$ cat src/rtl/fpcmp_pkg.sv
package fpcmp_pkg;

   typedef enum logic [2:0] {
      CMP_EQ    = 3'd0,
      CMP_LT    = 3'd1,
      CMP_LE    = 3'd2,
      CMP_UNORD = 3'd3,
      CMP_NEQ   = 3'd4,
      CMP_ORD   = 3'd5
   } cmp_pred_e;

   typedef struct packed {
      logic unord;
      logic eq;
      logic lt;
   } cmp_rel_t;

endpackage

$ cat src/rtl/fpcmp_classify.sv
module fpcmp_classify #(
   parameter int EXP_W  = 8,
   parameter int FRAC_W = 23,
   localparam int MAG_W = EXP_W + FRAC_W,
   localparam int OP_W  = MAG_W + 1
) (
   input  logic [OP_W-1:0]  op,
   output logic             sgn,
   output logic [MAG_W-1:0] mag,
   output logic             nan,
   output logic             zero
);

   logic [EXP_W-1:0]  exp_f;
   logic [FRAC_W-1:0] frac_f;

   always_comb begin
      sgn    = op[OP_W-1];
      mag    = op[MAG_W-1:0];
      exp_f  = op[MAG_W-1:FRAC_W];
      frac_f = op[FRAC_W-1:0];
      nan    = (&exp_f) && (|frac_f);
      zero   = ~|mag;
   end

endmodule

$ cat src/rtl/fpcmp_order.sv
module fpcmp_order #(
   parameter int MAG_W = 63
) (
   input  logic             sgn_a,
   input  logic             sgn_b,
   input  logic [MAG_W-1:0] mag_a,
   input  logic [MAG_W-1:0] mag_b,
   input  logic             zero_a,
   input  logic             zero_b,
   output logic             eq,
   output logic             lt
);

   logic both_zero;
   logic mag_lt;
   logic mag_gt;

   always_comb begin
      both_zero = zero_a && zero_b;
      mag_lt    = mag_a < mag_b;
      mag_gt    = mag_b < mag_a;
      eq        = both_zero || ((sgn_a == sgn_b) && (mag_a == mag_b));
      if (both_zero)
         lt = 1'b0;
      else if (sgn_a != sgn_b)
         lt = sgn_a;
      else if (sgn_a)
         lt = mag_gt;
      else
         lt = mag_lt;
   end

endmodule

$ cat src/rtl/fpcmp_predicate.sv
module fpcmp_predicate
   import fpcmp_pkg::*;
(
   input  logic [2:0] pred,
   input  cmp_rel_t   rel,
   output logic       hit,
   output logic       invalid
);

   always_comb begin
      hit     = 1'b0;
      invalid = 1'b0;
      case (pred)
         CMP_EQ:    hit = !rel.unord && rel.eq;
         CMP_LT: begin
            hit     = !rel.unord && rel.lt;
            invalid = rel.unord;
         end
         CMP_LE: begin
            hit     = !rel.unord && (rel.lt || rel.eq);
            invalid = rel.unord;
         end
         CMP_UNORD: hit = rel.unord;
         CMP_NEQ:   hit = rel.unord || !rel.eq;
         CMP_ORD:   hit = !rel.unord;
         default:   hit = 1'b0;
      endcase
   end

endmodule

$ cat src/rtl/fpcmp_mask.sv
module fpcmp_mask
   import fpcmp_pkg::*;
#(
   parameter int SP_EXP_W  = 8,
   parameter int SP_FRAC_W = 23,
   parameter int DP_EXP_W  = 11,
   parameter int DP_FRAC_W = 52,
   localparam int SP_MW = SP_EXP_W + SP_FRAC_W,
   localparam int DP_MW = DP_EXP_W + DP_FRAC_W,
   localparam int SP_W  = SP_MW + 1,
   localparam int DP_W  = DP_MW + 1
) (
   input  logic            clk,
   input  logic            rst_n,
   input  logic            cmp_valid,
   input  logic            is_dbl,
   input  logic [2:0]      cmp_op,
   input  logic [DP_W-1:0] opnd_a,
   input  logic [DP_W-1:0] opnd_b,
   input  logic            inv_mask,
   output logic [DP_W-1:0] mask_out,
   output logic            mask_we,
   output logic            inv_flag,
   output logic            trap_req
);

   generate
      if (SP_W >= DP_W) begin : g_bad_widths
         $error("single format must be narrower than double format");
      end
      if (SP_EXP_W < 2 || DP_EXP_W < 2 || SP_FRAC_W < 1 || DP_FRAC_W < 1) begin : g_bad_fields
         $error("exponent and fraction fields too small");
      end
   endgenerate

   // per-operand classification, one instance per format and operand
   logic [1:0]       sp_sgn, dp_sgn, sp_nan, dp_nan, sp_zero, dp_zero;
   logic [SP_MW-1:0] sp_mag [2];
   logic [DP_MW-1:0] dp_mag [2];
   logic [DP_W-1:0]  opnd   [2];

   assign opnd[0] = opnd_a;
   assign opnd[1] = opnd_b;

   genvar gi;
   generate
      for (gi = 0; gi < 2; gi++) begin : g_opnd
         fpcmp_classify #(.EXP_W(SP_EXP_W), .FRAC_W(SP_FRAC_W)) u_sp (
            .op   (opnd[gi][SP_W-1:0]),
            .sgn  (sp_sgn[gi]),
            .mag  (sp_mag[gi]),
            .nan  (sp_nan[gi]),
            .zero (sp_zero[gi])
         );
         fpcmp_classify #(.EXP_W(DP_EXP_W), .FRAC_W(DP_FRAC_W)) u_dp (
            .op   (opnd[gi]),
            .sgn  (dp_sgn[gi]),
            .mag  (dp_mag[gi]),
            .nan  (dp_nan[gi]),
            .zero (dp_zero[gi])
         );
      end
   endgenerate

   // precision select onto one shared comparator
   logic [1:0]       sel_sgn, sel_nan, sel_zero;
   logic [DP_MW-1:0] sel_mag [2];

   always_comb begin
      for (int i = 0; i < 2; i++) begin
         sel_sgn[i]  = is_dbl ? dp_sgn[i]  : sp_sgn[i];
         sel_nan[i]  = is_dbl ? dp_nan[i]  : sp_nan[i];
         sel_zero[i] = is_dbl ? dp_zero[i] : sp_zero[i];
         sel_mag[i]  = is_dbl ? dp_mag[i]  : {{(DP_MW-SP_MW){1'b0}}, sp_mag[i]};
      end
   end

   cmp_rel_t rel;
   logic     ord_eq, ord_lt;

   fpcmp_order #(.MAG_W(DP_MW)) u_order (
      .sgn_a  (sel_sgn[0]),
      .sgn_b  (sel_sgn[1]),
      .mag_a  (sel_mag[0]),
      .mag_b  (sel_mag[1]),
      .zero_a (sel_zero[0]),
      .zero_b (sel_zero[1]),
      .eq     (ord_eq),
      .lt     (ord_lt)
   );

   always_comb begin
      rel.unord = |sel_nan;
      rel.eq    = ord_eq;
      rel.lt    = ord_lt;
   end

   logic hit, invalid;

   fpcmp_predicate u_pred (
      .pred    (cmp_op),
      .rel     (rel),
      .hit     (hit),
      .invalid (invalid)
   );

   logic [DP_W-1:0] mask_nxt;
   logic            trap_nxt;

   always_comb begin
      mask_nxt = is_dbl ? {DP_W{hit}} : {{(DP_W-SP_W){1'b0}}, {SP_W{hit}}};
      trap_nxt = invalid && !inv_mask;
   end

   always_ff @(posedge clk) begin
      if (!rst_n) begin
         mask_out <= '0;
         mask_we  <= 1'b0;
         inv_flag <= 1'b0;
         trap_req <= 1'b0;
      end else begin
         mask_we  <= cmp_valid && !trap_nxt;
         inv_flag <= cmp_valid && invalid;
         trap_req <= cmp_valid && trap_nxt;
         if (cmp_valid && !trap_nxt)
            mask_out <= mask_nxt;
      end
   end

endmodule

$ cat config.mk
export PLATFORM = sky130hd
export DESIGN_NAME = fpcmp_mask
export DESIGN_NICKNAME = d
export VERILOG_FILES = /design/src/rtl/fpcmp_pkg.sv /design/src/rtl/fpcmp_classify.sv /design/src/rtl/fpcmp_order.sv /design/src/rtl/fpcmp_predicate.sv /design/src/rtl/fpcmp_mask.sv
export SDC_FILE = /design/constraint.sdc
export NUM_CORES = 1
export LEC_CHECK = 0
export BUFFER_PORTS_ARGS = -buffer_cell sky130_fd_sc_hd__buf_2
export CORE_UTILIZATION = 44
export CTS_CLUSTER_DIAMETER = 40
export CTS_CLUSTER_SIZE = 10
export DETAILED_ROUTE_END_ITERATION = 10
export PLACE_DENSITY = 0.83
export SYNTH_ARGS = -nofsm -noshare
export SYNTH_HDL_FRONTEND = slang
export SYNTH_SLANG_ARGS = --single-unit
$ cat constraint.sdc
create_clock -name clk -period 3.4 [get_ports clk]
set_input_delay 0.17 -clock clk [delete_from_list [all_inputs] [get_ports clk]]
set_output_delay 0.17 -clock clk [all_outputs]
set_load 0.03 [all_outputs]
==> results.toml, run 1 <==
[finish]
antenna-diode-count = 0
final_nets = 767
flow.area_growth_from_synthesis_pct = 22.15
filler_cell_count = 640
layout_cell_share_with_drive_strength_beyond_1 = 0.3862
layout.cells.non_filler = 644

[die]
rows = 29
die-area_sq_um = 7217
core_region_area_sq_um = 6495
floorplan.die.width_um = 84.96
die_h_um = 84.96
ios = 203
initial_utilization = 0.4662

[timing]
finalCriticalPeriod_ps = 2986
grt_setup_unrepaired = "false"
finalClockSkew_ps = 0
setup-tns-final_ps = 0
setup_violations = 0
timing_worst_slew_pin_value_ps = 683.8
max_clock_freq_mhz = 334.9
layout_worst_path_cycle_share = 0.8783
timing.final.hold_violations = 0
fin_ws_ps = 413.8
maxSlewHeadroom = 0.5435
slew_violations = 0

[global_routing]
congestion_overflow_gr = 0
grtUsageTotal = 0.2377
grt_first_pass_wirelength_um = 14300
first_global_vias = 3235
antenna_found_initial = 0
grt_start_max_net_pins = 34

[clock_network]
cts_resized = 0
postcts_setup_bufs = 0
ctsRootBufferMaster = "sky130_fd_sc_hd__clkbuf_8"
cts_tree = "done"
numCtsBuffers = 3
source_to_sink_clock_delay_at_the_later_pin_of_the_worst_skew_pair_ps = 210
clkTransAtPathRegs_ps = 30
ctsHoldBuffers = 0
cts-root-to-sink-buffers = 2
tritoncts_num_sinks = 5
ctsHtreeMaxLevel = 1

[power_and_ir_drop]
power.static_leakage_nw = 2.099
vdd.ir_drop.worst_mv = 0.08516
cellPowerDensity_nw_per_um2 = 174.3
p_total_mw = 0.6448

[placed_design]
placement.setup.worst_slack_ps = 220.4
globalplace.congestion = 0.8734
buffer_ports.inserted = 202
dpl.hpwl_um = 7787
dpl.cell_count = 640

[worst_setup_path]
path_cells = "buf_2 -> buf_4 -> nand2_1 -> ha_1 -> nand4_1 -> nor4b_1 -> nand4_1 -> o211ai_1 -> a21oi_1 -> nor3b_2 -> nor2b_4 -> o41ai_2"
worstReg2RegStart = "mask_out[62]"
setup.worst_path.end_class = "flop"
setup.worst_path.start_class = "input pin"
critical_path_arrival_ps = 3110
delay_of_the_slowest_cell_on_the_worst_path_ps = 560
worst-r2r-setup-slack_ps = 2350
setup.worst_path.class = "in2reg"
timing.critical_path.mode_cell = "sky130_fd_sc_hd__nand4_1"
worst_path_max_delay_cell = "sky130_fd_sc_hd__nor4b_1"
crit_path_start = "is_dbl"
timing.critical_path.required_ps = 3520
critPathMaxFanout = 26

[logic_synthesis]
syn_nets = 628
synth-edff-count = 0
mappedNetlistArea_sq_um = 3028
count_of_mapped_cells_out_of_synthesis = 429
postSynthRegisterBits = 5
dominantRegCellSynth = "sky130_fd_sc_hd__dfxtp_1"
synth.yosys.seq_area_share = 0.03306
ys_types = 42
yosys_warning_count = 0
synth_async_sr_flop_share = 0
avgSynthCellArea_sq_um = 7.058

[run_status]
failed_checks = "DRC"
outcome = "finished with violations"

[routing]
routedWlPerCell_um = 13.39
first_iter_violations = 140
antenna_left = 0
total_via_count_in_the_routed_design = 3439
drtPass1Iterations = 11
route.detailed.drc = 12
drt-total-wl_um = 8623
drt-vias-per-instance = 5.340

[hold_path]
hold_crit_class = "in2reg"
hold_path.startpoint = "cmp_valid"

[run]
max_cap_viol_count = 0
sequential cells by signal (all words and copies together) (netlist names):
name and cells:
trap_req 1, inv_flag 1, mask_out 2, mask_we 1
cell type report:
| cell class | count | area [sq um] | share of cell area |
|---|---|---|---|
| Multi-Input combinational cell | 320 | 2303 | 0.6228 |
| Clock buffer | 4 | 45.04 | 0.01218 |
| Timing Repair Buffer | 204 | 1026 | 0.2774 |
| Sequential cell | 5 | 100.1 | 0.02706 |
| Inverter | 34 | 127.6 | 0.03451 |
| Tap cell | 77 | 96.34 | 0.02605 |
final timing paths:
path,end,cells past startpoint
setup / recovery,mask_out[62],12
hold / removal,trap_req,3
setup reg to reg,mask_out[62],2
hold reg to reg,mask_out[31],2
cells in the mapped netlist (2+ instances only):
cell                         n  area share
sky130_fd_sc_hd__nor2_1     12       0.015
sky130_fd_sc_hd__clkbuf_1    7      0.0087
sky130_fd_sc_hd__nor4_1     26       0.054
sky130_fd_sc_hd__a211oi_1    3      0.0074
sky130_fd_sc_hd__a21o_1      7       0.017
sky130_fd_sc_hd__nand2_1    55       0.068
sky130_fd_sc_hd__inv_1      34       0.042
sky130_fd_sc_hd__a2111oi_0   3      0.0087
sky130_fd_sc_hd__nor4_2      4       0.017
sky130_fd_sc_hd__ha_1       63        0.26
sky130_fd_sc_hd__nand4_1    28       0.058
sky130_fd_sc_hd__a21oi_1    27       0.045
sky130_fd_sc_hd__mux2i_1     2      0.0066
sky130_fd_sc_hd__and2_1     32       0.066
sky130_fd_sc_hd__o21ai_0     9       0.015
sky130_fd_sc_hd__buf_4      62        0.15
sky130_fd_sc_hd__dfxtp_1     5       0.033
sky130_fd_sc_hd__nor3_1     10       0.017
sky130_fd_sc_hd__nand2b_1    2      0.0041
sky130_fd_sc_hd__nand3_1    10       0.017
sky130_fd_sc_hd__a21boi_0    3      0.0074
sky130_fd_sc_hd__xor2_1      3      0.0087
sky130_fd_sc_hd__nor4b_1     3      0.0087
where the power goes:
part	total, mW	switching (mW)	internal (mW)
logic	0.471	0.282	0.188
registers	0.0685	0.00750	0.0610
clock network	0.106	0.0255	0.0802
total	0.645	0.315	0.330
cells by family after synthesis:
group / count (synthesis) / synth area share
AND/OR/NAND/NOR: 190 / 0.3504
buffers and inverters: 104 / 0.2062
adder cells (fa/ha/maj): 63 / 0.2603
AO/OA/AOI/OAI: 62 / 0.1347
flip-flops: 5 / 0.03306
XOR/XNOR: 3 / 0.008679
multiplexers: 2 / 0.006612
per-stage QoR:
step | util | hold WS [ps] | instance area (sq um)
3_3_place_gp | 0.5625 | 442.5 | 3654
2_1_floorplan | - | 314.5 | 3028
4_1_cts | 0.5694 | 223.4 | 3699
3_5_place_dp | 0.5625 | 446.6 | 3654
6_report | 0.5694 | 223.5 | 3699
5_1_grt | 0.5694 | 235.3 | 3699
cells in the final DEF (no fill, tap or decap), drive strengths merged, types with 7 or more instances in the layout:
cell,count
inv,34
ha,63
nor4,30
nand3,10
a21oi,27
o21ai,9
nand4,28
buf,204
nor2,12
nand2,55
a21o,7
nor3,11
and2,32
worst max-delay path, delay by kind of cell:
family,cells,cell delay [ps]
AOI/OAI and AO/OA,3,690
adders and majority gates,1,320
buffers and inverters,2,630
and+or+nand+nor,6,1290
metal layers:
metal  vias up  global-route usage  share of wire
met5         -                   0              0
met2       152              0.4348           0.49
li1       1775                   -              -
met4         0             0.03698          0.010
met3         8             0.02432          0.061
met1      1504              0.3049           0.44
No activity file was read; power rests on OpenSTA's default activity.
==> inputs of run 2 (changes only) <==
CORE_UTILIZATION = 47   (was 44)
PLACE_DENSITY = 0.88   (was 0.83)
clock period = 3.5 ns   (was 3.4 ns; I/O delays follow)
==> run 2 against run 1 <==
The run now ends clean. Design area about the same. Sequential share of layout area about the same. Power down 1.7%. Global-route usage up 1.3 points. Via count up 1.1%. First-iteration DRC count up 27%. Worst hold slack better by 8.1 ps. Highest routed layer unchanged.
==> results.toml, run 2 (same netlist as run 1, synthesis figures left out) <==
[worst_setup_path]
critPathMaxFanout = 44
timing.critical_path.required_ps = 3620
critical_path_arrival_ps = 3150
setup.worst_path.class = "in2reg"
setup.worst_path.end_class = "flop"
setup.worst_path.start_class = "input pin"

[global_routing]
antenna_found_initial = 0
grt_first_pass_wirelength_um = 13410
first_global_vias = 3219
congestion_overflow_gr = 0
grt_start_max_net_pins = 45
grtUsageTotal = 0.2504

[routing]
first_iter_violations = 178
routedWlPerCell_um = 13.66
drtPass1Iterations = 4
drt-vias-per-instance = 5.423
total_via_count_in_the_routed_design = 3476
drt-total-wl_um = 8756
antenna_left = 0
route.detailed.drc = 0

[timing]
slew_violations = 0
timing_worst_slew_pin_value_ps = 727.3
layout_worst_path_cycle_share = 0.8633
setup-tns-final_ps = 0
maxSlewHeadroom = 0.5144
max_clock_freq_mhz = 330.9
fin_ws_ps = 478.3
grt_setup_unrepaired = "false"
finalClockSkew_ps = 0
timing.final.hold_violations = 0
setup_violations = 0
finalCriticalPeriod_ps = 3022

[clock_network]
ctsHoldBuffers = 0
numCtsBuffers = 3
ctsRootBufferMaster = "sky130_fd_sc_hd__clkbuf_8"
postcts_setup_bufs = 0
cts_resized = 0
ctsHtreeMaxLevel = 1
source_to_sink_clock_delay_at_the_later_pin_of_the_worst_skew_pair_ps = 220
tritoncts_num_sinks = 5
cts_tree = "done"
cts-root-to-sink-buffers = 2
clkTransAtPathRegs_ps = 40

[finish]
utilization = 0.6107
top_register = "mask_out"
antenna-diode-count = 0
layout.cells.most_common = "sky130_fd_sc_hd__buf_2"
final_nets = 766
largest_register_ffs = 2
layout_cell_share_with_drive_strength_beyond_1 = 0.3852
flow.area_growth_from_synthesis_pct = 22.23
most-common-layout-cells = "sky130_fd_sc_hd__buf_2 (202), sky130_fd_sc_hd__ha_1 (63), sky130_fd_sc_hd__nand2_1 (55)"
final_design_area_no_fill_sq_um = 3701

[die]
floorplan.die.width_um = 82.27
die_h_um = 82.27
core_region_area_sq_um = 6061
ios = 203
initial_utilization = 0.4996
rows = 28
die-area_sq_um = 6768

[power_and_ir_drop]
vdd.ir_drop.worst_mv = 0.1915
relative_contribution_of_combinational_cells_to_total_power = 0.727
internal_power_mw = 0.3221
power.static_leakage_nw = 2.099
p_sw_frac = 0.4918
p_switching_mw = 0.3117
pwr-share-clk = 0.168
cellPowerDensity_nw_per_um2 = 171.3
power.share.sequential = 0.105
p_total_mw = 0.6338

[run]
max_cap_viol_count = 0

[run_status]
outcome = "completed"

[placed_design]
placement.setup.worst_slack_ps = 240.2
placed_cell_area_sq_um = 3656
buffer_ports.inserted = 202
globalplace.congestion = 0.9002
dpl.hpwl_um = 7857

[hold_path]
hold_crit_class = "in2reg"
[run 2: cell types whose count changed in the layout (fill, tap and decap cells not counted)]
| cell | previous run | this run |
|---|---|---|
| sky130_fd_sc_hd__buf_12 | 0 | 1 |
| sky130_fd_sc_hd__buf_4 | 2 | 0 |
[run 2: path summary, 6_finish.rpt]
kind / end / slack (ps) / startpoint / depth (start not counted)
max: mask_out[62] / 480 / is_dbl / 13
min: trap_req / 230 / cmp_valid / 3
max reg2reg: mask_out[62] / 2400 / mask_out[62] / 2
min reg2reg: mask_out[31] / 780 / mask_out[31] / 2
[run 2: layout make-up]
type | count | area, sq um
Fill cell | 569 | 2360
Clock buffer | 4 | 45.04
Sequential cell | 5 | 100.1
Tap cell | 75 | 93.84
Timing Repair Buffer | 203 | 1031
Inverter | 34 | 127.6
Multi-Input combinational cell | 320 | 2303
[run 2: through the flow]
| step | hold WS [ps] | std cells |
|---|---|---|
| 4_1_cts | 235.2 | 641 |
| 5_1_grt | 252.2 | 641 |
| 2_1_floorplan | 319.5 | 429 |
| 3_3_place_gp | 449.6 | 637 |
| 6_report | 231.6 | 641 |
| 3_5_place_dp | 465.3 | 637 |
[run 2: power groups by stage]
stage	clock (mW)	combinational [mW]	sequential, mW
finish	0.106	0.461	0.0668
global route	0.113	0.513	0.0694
CTS	0.108	0.460	0.0671
detailed placement	0	0.458	0.0679
global placement	0	0.444	0.0672
floorplan	0	0.318	0.0722
[run 2: layer usage]
layer  up-vias  GRT usage  routed length (um)
met5         -          0                   0
met1      1545     0.2900                3624
li1       1771          -                   -
met4         0    0.04737                 113
met2       150     0.4926                4543
met3        10    0.02198                 475
[run 2: critical path, stage by stage]
cell and delay, ps:
sky130_fd_sc_hd__buf_2 380, sky130_fd_sc_hd__buf_12 260, sky130_fd_sc_hd__nand2_1 80, sky130_fd_sc_hd__ha_1 300, sky130_fd_sc_hd__nand2_1 60, sky130_fd_sc_hd__nor2_1 110
sky130_fd_sc_hd__nor4b_1 490, sky130_fd_sc_hd__nand4_1 220, sky130_fd_sc_hd__o211ai_1 330, sky130_fd_sc_hd__a21oi_1 130, sky130_fd_sc_hd__nor3b_2 270, sky130_fd_sc_hd__nor2b_4 80
sky130_fd_sc_hd__o41ai_2 260
